<file path="src/rtl/operand_resolver.sv">
module operand_resolver #(
  parameter int W = 16
) (
  input  logic           clk,
  input  logic           rst_n,
  input  logic           start,
  input  logic [5:0]     code,
  input  logic [8*W-1:0] gpr_rdata,
  input  logic [W-1:0]   sp_in,
  input  logic [W-1:0]   pc_in,
  input  logic [W-1:0]   ovf_in,
  input  logic           wr_en,
  input  logic [W-1:0]   wr_data,
  output logic           mem_req,
  output logic           mem_we,
  output logic [W-1:0]   mem_addr,
  output logic [W-1:0]   mem_wdata,
  input  logic           mem_rvalid,
  input  logic [W-1:0]   mem_rdata,
  output logic           gpr_we,
  output logic [2:0]     gpr_wsel,
  output logic [W-1:0]   gpr_wdata,
  output logic           sp_we,
  output logic [W-1:0]   sp_wdata,
  output logic           pc_we,
  output logic [W-1:0]   pc_wdata,
  output logic           ovf_we,
  output logic [W-1:0]   ovf_wdata,
  output logic           done,
  output logic [W-1:0]   value,
  output logic [2:0]     dst_kind,
  output logic [2:0]     dst_reg,
  output logic [W-1:0]   dst_addr,
  output logic [1:0]     cost
);

  typedef enum logic [2:0] {S_IDLE, S_NXT, S_DAT, S_HOLD, S_WR} st_t;

  localparam logic [2:0] K_REG = 3'd0;
  localparam logic [2:0] K_MEM = 3'd1;
  localparam logic [2:0] K_SP  = 3'd2;
  localparam logic [2:0] K_PC  = 3'd3;
  localparam logic [2:0] K_OVF = 3'd4;
  localparam logic [2:0] K_LIT = 3'd5;

  st_t         st;
  logic [5:0]  code_q;
  logic [W-1:0] idx_q;
  logic [W-1:0] wb_q;
  logic [W-1:0] sel_val;
  logic        take;

  assign sel_val   = gpr_rdata[code[2:0]*W +: W];
  assign take      = start && (st == S_IDLE || st == S_HOLD);
  assign gpr_wdata = wb_q;
  assign ovf_wdata = wb_q;

  always_ff @(posedge clk) begin
    if (!rst_n) begin
      st        <= S_IDLE;
      code_q    <= '0;
      idx_q     <= '0;
      wb_q      <= '0;
      mem_req   <= 1'b0;
      mem_we    <= 1'b0;
      mem_addr  <= '0;
      mem_wdata <= '0;
      gpr_we    <= 1'b0;
      gpr_wsel  <= '0;
      sp_we     <= 1'b0;
      sp_wdata  <= '0;
      pc_we     <= 1'b0;
      pc_wdata  <= '0;
      ovf_we    <= 1'b0;
      done      <= 1'b0;
      value     <= '0;
      dst_kind  <= K_REG;
      dst_reg   <= '0;
      dst_addr  <= '0;
      cost      <= '0;
    end else begin
      done   <= 1'b0;
      gpr_we <= 1'b0;
      sp_we  <= 1'b0;
      pc_we  <= 1'b0;
      ovf_we <= 1'b0;
      case (st)
        S_IDLE, S_HOLD: begin
          if (take) begin
            code_q <= code;
            idx_q  <= sel_val;
            cost   <= 2'd0;
            case (code[5:3])
              3'd0: begin
                value    <= sel_val;
                dst_kind <= K_REG;
                dst_reg  <= code[2:0];
                done     <= 1'b1;
                st       <= S_HOLD;
              end
              3'd1: begin
                mem_req  <= 1'b1;
                mem_we   <= 1'b0;
                mem_addr <= sel_val;
                st       <= S_DAT;
              end
              3'd2: begin
                mem_req  <= 1'b1;
                mem_we   <= 1'b0;
                mem_addr <= pc_in;
                st       <= S_NXT;
              end
              3'd3: begin
                case (code[2:0])
                  3'd0: begin
                    mem_req  <= 1'b1;
                    mem_we   <= 1'b0;
                    mem_addr <= sp_in;
                    sp_we    <= 1'b1;
                    sp_wdata <= sp_in + 1'b1;
                    st       <= S_DAT;
                  end
                  3'd1: begin
                    mem_req  <= 1'b1;
                    mem_we   <= 1'b0;
                    mem_addr <= sp_in;
                    st       <= S_DAT;
                  end
                  3'd2: begin
                    mem_req  <= 1'b1;
                    mem_we   <= 1'b0;
                    mem_addr <= sp_in - 1'b1;
                    sp_we    <= 1'b1;
                    sp_wdata <= sp_in - 1'b1;
                    st       <= S_DAT;
                  end
                  3'd3: begin
                    value    <= sp_in;
                    dst_kind <= K_SP;
                    done     <= 1'b1;
                    st       <= S_HOLD;
                  end
                  3'd4: begin
                    value    <= pc_in;
                    dst_kind <= K_PC;
                    done     <= 1'b1;
                    st       <= S_HOLD;
                  end
                  3'd5: begin
                    value    <= ovf_in;
                    dst_kind <= K_OVF;
                    done     <= 1'b1;
                    st       <= S_HOLD;
                  end
                  default: begin
                    mem_req  <= 1'b1;
                    mem_we   <= 1'b0;
                    mem_addr <= pc_in;
                    st       <= S_NXT;
                  end
                endcase
              end
              default: begin
                value    <= W'(code[4:0]);
                dst_kind <= K_LIT;
                done     <= 1'b1;
                st       <= S_HOLD;
              end
            endcase
          end else if (st == S_HOLD && wr_en) begin
            st <= S_IDLE;
            case (dst_kind)
              K_REG: begin
                gpr_we   <= 1'b1;
                gpr_wsel <= dst_reg;
                wb_q     <= wr_data;
              end
              K_MEM: begin
                mem_req   <= 1'b1;
                mem_we    <= 1'b1;
                mem_addr  <= dst_addr;
                mem_wdata <= wr_data;
                st        <= S_WR;
              end
              K_SP: begin
                sp_we    <= 1'b1;
                sp_wdata <= wr_data;
              end
              K_PC: begin
                pc_we    <= 1'b1;
                pc_wdata <= wr_data;
              end
              K_OVF: begin
                ovf_we <= 1'b1;
                wb_q   <= wr_data;
              end
              default: ;
            endcase
          end
        end
        S_NXT: begin
          if (mem_rvalid) begin
            pc_we    <= 1'b1;
            pc_wdata <= mem_addr + 1'b1;
            cost     <= 2'd1;
            if (code_q == 6'h1f) begin
              mem_req  <= 1'b0;
              value    <= mem_rdata;
              dst_kind <= K_LIT;
              done     <= 1'b1;
              st       <= S_HOLD;
            end else begin
              mem_addr <= (code_q == 6'h1e) ? mem_rdata : mem_rdata + idx_q;
              st       <= S_DAT;
            end
          end
        end
        S_DAT: begin
          if (mem_rvalid) begin
            mem_req  <= 1'b0;
            value    <= mem_rdata;
            dst_kind <= K_MEM;
            dst_addr <= mem_addr;
            done     <= 1'b1;
            st       <= S_HOLD;
          end
        end
        S_WR: begin
          if (mem_rvalid) begin
            mem_req <= 1'b0;
            mem_we  <= 1'b0;
            st      <= S_IDLE;
          end
        end
        default: st <= S_IDLE;
      endcase
    end
  end

endmodule


</file>
<file path="config.mk">
export PLATFORM = sky130hd
export DESIGN_NAME = operand_resolver
export DESIGN_NICKNAME = d
export VERILOG_FILES = /design/src/rtl/operand_resolver.sv
export SDC_FILE = /design/constraint.sdc
export NUM_CORES = 1
export LEC_CHECK = 0
export BUFFER_PORTS_ARGS = -buffer_cell sky130_fd_sc_hd__buf_2
export CORE_MARGIN = 2
export CORE_UTILIZATION = 40
export CTS_CLUSTER_DIAMETER = 40
export CTS_CLUSTER_SIZE = 25
export DETAILED_ROUTE_END_ITERATION = 10
export PLACE_DENSITY = 0.69
export SLEW_MARGIN = 20
export SYNTH_ARGS = -nofsm -noshare
export SYNTH_HDL_FRONTEND = slang
export SYNTH_SLANG_ARGS = --single-unit
</file>
<file path="constraint.sdc">
create_clock -name clk -period 2.6 [get_ports clk]
set_input_delay 0.52 -clock clk [delete_from_list [all_inputs] [get_ports clk]]
set_output_delay 0.52 -clock clk [all_outputs]
set_load 0.03 [all_outputs]
</file>
# --- Word-level counts from Yosys, hierarchy flattened ---
# Index checks and enable logic that the tools add are counted.
word_totals:
  ff_bits: 155
  input_bits: 219
  output_inout_bits: 146
  wordCells: 181
classes:
  addsub: 4
  n_eq_ne: 37
  shift: 1
  mux: 77
  bitwise: 4
  n_reduce_logical: 37
op_table:
  columns: ["operator", "count"]
  rows:
  - ["$mux 16", 18]
  - ["$pmux 16 s3", 5]
  - ["$shiftx 128x8->16", 1]
  - ["$pmux 16 s2", 3]
  - ["$add 16x1->16 const B", 2]
  - ["$mux 3", 10]
  - ["$pmux 3 s3", 3]
  - ["$mux 1", 25]
  - ["$eq 3x2->1 const B", 8]
  - ["$ne 2x2->1 const B", 9]
  - ["$add 16x16->16", 1]
  - ["$reduce_and 4->1", 4]
  - ["$sub 16x1->16 const B", 1]
  - ["$reduce_and 7->1", 2]
  - ["$eq 3x1->1 const B", 4]
  - ["$eq 3x3->1 const B", 4]
  - ["$eq 6x5->1 const B", 2]
  - ["$logic_not 3->1", 4]
  - ["$pmux 3 s4", 1]
  - ["$reduce_or 2->1", 6]
  - ["$pmux 1 s2", 5]
  - ["$reduce_and 5->1", 2]
  - ["$pmux 2 s2", 2]
  - ["$reduce_and 8->1", 1]
  - ["21 further kinds", 37]

# --- Logic depth before layout (Yosys ltp) ---
logic_depth:
  word_depth: 6
  depth_mapped: 10
  depth_no_buf: 10

# --- Least setup slack after synthesis ---
# Ideal clock, no wire load.
synth_timing:
  path_type: "in2reg"
  startpoint: "in sp_in[0]"
  endpoint: "reg mem_addr[10]"
  setup_ns: 0.120
  t_arrival_ns: 2.546
  required_ns: 2.480
  setup_slack_ns: -0.066
  cell_stages: 9
  n_path_buf: 1
  cell_sequence: "clkbuf_1 > inv_1 > ha_1 > or3b_2 > o31ai_1 > a31oi_1 > a2111oi_0 > nor3_1 > o31a_1"
synth_between:
  elab_chain_len: 5
synth_lines:
  columns: ["item", "line_no", "rtl"]
  rows:
  - ["start, declared", "9", "input logic [W-1:0] sp_in,"]
  - ["$sub 16x1->16", "132", "mem_addr <= sp_in - 1'b1;"]
  - ["$pmux 16 s3", "114", "case (code[2:0])"]
  - ["$pmux 16 s3", "93", "case (code[5:3])"]
  - ["$mux 16", "89", "if (take) begin"]
  - ["$pmux 16 s2", "87", "case (st)"]
  - ["end signal, assigned", "104", "mem_addr <= sel_val;"]
  - ["end signal, assigned", "110", "mem_addr <= pc_in;"]
  - ["end signal, assigned", "118", "mem_addr <= sp_in;"]
  - ["end, declared", "16", "output logic [W-1:0] mem_addr,"]
# No other way between the ends.
# A chain may end at the register's enable or synchronous reset.

# --- Worst setup path in the final report ---
layout_timing:
  startpoint: "reg st[1]"
  endpoint: "reg mem_addr[11]"
layout_between:
  elab_chain_len: 5
  elab_cells_between_ends: 17
  cone_classes: "8 x eq/ne; 2 x mux; 7 x reduce/logical"
layout_lines:
  columns: ["item", "line_no", "rtl"]
  rows:
  - ["start, declared", "46", "st_t st;"]
  - ["start signal, assigned", "60", "st <= S_IDLE;"]
  - ["start signal, assigned", "99", "st <= S_HOLD;"]
  - ["start signal, assigned", "105", "st <= S_DAT;"]
  - ["$eq 3x2->1 / $logic_not 3->1 (equally long branches)", "54, 87, 170", null]
  - ["$logic_or 1x1->1", "54", "assign take = start && (st == S_IDLE || st == S_HOLD);"]
  - ["$logic_and 1x1->1", "54", null]
  - ["$ne 5x2->1 (no source line) (tied with other cells)", null, null]
  - ["$reduce_and 7->1 (no source line) / $pmux 16 s2 (equally long branches)", null, null]
# Parallel ways exist; a longest one is shown, timed or not.

==> results by stage <==
Outcome:
- The flow ran to the end, and the final reports show no timing, DRC or antenna violations.

Placed design:
- During placement, the flow inserted port buffers numbering 363.
- The cell area reported after detailed placement is 13500 um2.
- The final weighted congestion of routability-driven global placement is 1.01.
- Detailed placement finished with a half-perimeter wire length of 35.6 mm.

Drt:
- After detailed routing, the average wire length per cell comes to 21.4 um.
- Summing over every cut layer, the via total after detailed routing is 11900.
- The aggregate routed wire length is 44.5 mm.
- The first detailed-routing pass took 6 iterations.
- The detailed router's first-iteration violation count is 1229.
- The number of nets still failing antenna checks after routing is 0.
- For this run, design rule violations remaining after detail routing come to 0.
- After detailed routing, the number of vias per cell comes to 5.71.

Layout:
- Registers take 3080 um2.
- At the end of the flow, the number of nets in the layout was 1973.
- The count of inserted antenna diode cells is 0.
- From synthesis to final layout, the design area changed by 35.0%.
- Of the cells placed in the final design, the portion with a size suffix greater than 1 is 36.9%.
- The fill cell instance count of the final layout is 2463.
- The total area of multi-input combinational cells is 6630 um2.
- The design area is 14100 um2.

Yosys:
- The share of synthesized area occupied by flip-flops and latches is 29.6%.
- The number of nets in the synthesized netlist is 1527.
- After synthesis the netlist holds a flip-flop and latch count of 154.
- The synthesized netlist occupies a cell area of 10400 um2.
- In the synthesized netlist the dominant register cell turns out to be sky130_fd_sc_hd__dfxtp_1.
- Yosys mapped the design onto 83 distinct sky130hd cell types.
- The average instance in the mapped netlist occupies 8.08 um2.
- The count of synthesis-stage warnings from yosys is 0.
- Counting every instance in the synthesized netlist gives 1289.
- Counting flops with an async set or reset pin after synthesis yields a share of 0%.
- Yosys mapped a number of flops with a built-in enable equal to 0.

Pwr:
- The standby leakage power is 6.30 nW.
- The worst voltage drop across the vdd grid is 579 uV.
- The power density over the cells is 810 nW/um2.

Floorplanning:
- The initial utilization of the core area, before any placement, comes to 40.3%.
- The floorplan die area is 27300 um2.
- The die is 165 um wide.
- The initialized floorplan defines 59 standard-cell rows.
- Measured along the y axis, the die boundary spans 165 um.
- During I/O placement, the number of pins put on the boundary was 365.
- The total core area is 25800 um2.

STA:
- At the pin with the least slew margin, the transition time is 0.819 ns.
- The relative slew slack is 45.4%.
- The final critical path time including I/O delays and setup is 2.49 ns.
- The final critical-path share of the clock period is 95.7%.
- The count of endpoints failing setup in the final report is 0.
- Static timing analysis puts the maximum clock frequency at 402 MHz.
- The sum of negative setup slack is 0 ns.
- The maximum clock skew at final layout is 0.0205 ns.
- The count of endpoints failing hold in the final timing report is 0.
- The count of pins over their slew limit was 0.

Clock tree:
- The clock sink total is 154.
- TritonCTS built the clock tree.
- The clock-pin slew on the worst setup and hold paths is 0.08 ns.
- The tree is rooted in a sky130_fd_sc_hd__clkbuf_16.
- The clock passes through at most 2 buffers.
- After clock tree synthesis, the repair step resized 0 gates.
- Once the clock tree was built, the setup fixing pass inserted 0 buffers.
- The insertion delay of the later-clocked pin in the worst-skew pair is 0.45 ns.
- In this run the number of H-tree levels came out at 4.
- The number of clock buffers added by TritonCTS is 17.
- The hold buffer count at cts is 0.

Global route:
- The maximum number of pins on one net before global-route repair is 56.
- Across every metal layer, demand over resource in global routing totals 31.9%.
- The number of antenna violations at the first check in global routing is 0.
- The first global-routing pass estimated 64.9 mm of wire.
- The via count of the first global-routing pass is 11000.
- For this run the aggregate overflow at the end of global routing stands at 0.

Critical path:
- The nature of the critical path startpoint is a register.
- The type of element capturing the critical path is a register.
- For the worst setup path, the data arrival time is 2.80 ns.
- The data required time at the worst endpoint is 2.91 ns.
- The worst-path maximum fanout is 15.
- The worst setup path is of the register to register kind.

Min path:
- The type of the worst min-delay path is input pin to register.

Flow run:
- The max-capacitance violation count is 0.
-- critical path, stage by stage, from the launching register on --
cell and delay, ns:
sky130_fd_sc_hd__dfxtp_1 0.40, sky130_fd_sc_hd__buf_4 0.20, sky130_fd_sc_hd__nor2b_1 0.18, sky130_fd_sc_hd__o2bb2ai_1 0.19, sky130_fd_sc_hd__a2111oi_4 0.53, sky130_fd_sc_hd__o211ai_4 0.14
sky130_fd_sc_hd__buf_12 0.18, sky130_fd_sc_hd__buf_4 0.13, sky130_fd_sc_hd__nor4_1 0.30, sky130_fd_sc_hd__a21oi_1 0.11
-- area by class of cell --
cell class              count  share of cell area [%]
clock buffers              18                    3.12
inverters                  17                   0.454
clock inverters            13                   0.881
flip-flops and latches    154                    21.9
well taps                 335                    2.98
multi-input cells         993                    47.2
repair buffers            552                    23.5
-- cell usage after synthesis, drive strengths merged, types with 4 or more instances --
master     n  area [um2]
nand3     34         170
xnor2     23         201
a211oi    27         203
and3       7        43.8
a31oi     22         138
nor4      12        75.1
nand2    158         593
nor2     140         536
mux4      32         721
a2111oi    4        53.8
and4       4        36.3
nor3b      4        30.0
or4        4        37.5
o21ai     84         420
nand2b    15        93.8
or3       10        62.6
a21oi    113         566
mux2i     86         861
xor2      15         131
a221oi     4        35.0
a311oi     6        52.6
o22ai     15        93.8
and2       4        25.0
nor2b     10        62.6
o221ai    14         123
a21o       8        60.1
inv       16        60.1
or2        5        31.3
dfxtp    154        3080
ha        18         225
o211ai    26         209
nor3      20         105
buf       51         327
nand3b     6        45.0
clkbuf    73         325
nand4     13        81.3
-- cell families (layout without fill, tap and decap cells) --
| logic type | Yosys count | in the layout | share of synthesized area (%) |
|---|---|---|---|
| other | 1 | 1 | 0.0360 |
| buffers and inverters | 142 | 600 | 7.18 |
| XOR/XNOR | 38 | 38 | 3.20 |
| flip-flops | 154 | 154 | 29.6 |
| multiplexers | 119 | 119 | 15.3 |
| AND/OR/NAND/NOR | 452 | 452 | 20.0 |
| adder cells (fa/ha/maj) | 19 | 19 | 2.35 |
| AO/OA/AOI/OAI | 364 | 364 | 22.3 |
-- final timing paths --
path | startpoint | to | cells after the start | slack, ns
setup reg to reg | st[1] | mem_addr[11] | 9 | 0.11
hold / removal | wr_data[4] | sp_wdata[4] | 3 | 0.41
hold reg to reg | pc_wdata[4] | pc_wdata[4] | 2 | 0.45
setup / recovery | st[1] | mem_addr[11] | 9 | 0.11
-- metrics by stage --
step	power (mW)	util, %	hold slack (ns)	worst slack (ns)	instances
floorplan	6.52	-	0.436	0.0225	1289
global placement	8.79	52.2	0.439	-0.110	2051
detailed placement	8.82	52.2	0.444	-0.162	2051
CTS	11.3	54.4	0.398	0.0755	2082
finish	11.4	54.4	0.409	0.113	2082
global route	12.0	54.4	0.410	-0.00218	2082
-- layer usage --
metal / part of all wire (%) / vias to the layer above / global-route usage [%]
met5: 0 / - / 0
met4: 2.7 / 0 / 9.60
met3: 8.5 / 61 / 6.09
met2: 48 / 625 / 54.3
met1: 41 / 5602 / 40.9
li1: - / 5601 / -
-- cells in the final DEF (no fill, tap or decap), drive strengths merged, types with 7 or more instances in the layout --
cell type	n
mux4	32
o211ai	26
nand2b	15
inv	26
nor3	20
nor2b	10
a31oi	22
dfxtp	154
nor2	140
o22ai	15
xnor2	23
nand2	158
o221ai	14
a211oi	27
mux2i	86
and3	7
a21o	8
clkbuf	18
nand4	13
xor2	15
nand3	34
buf	552
ha	18
a21oi	113
or3	10
o21ai	84
nor4	12
-- power breakdown --
group,switching [mW],internal [mW],total [mW]
Sequential,0.437,2.77,3.21
Clock,1.17,1.29,2.46
Combinational,3.45,2.28,5.72
Total,5.05,6.34,11.4
No activity file was read; power rests on OpenSTA's default activity.
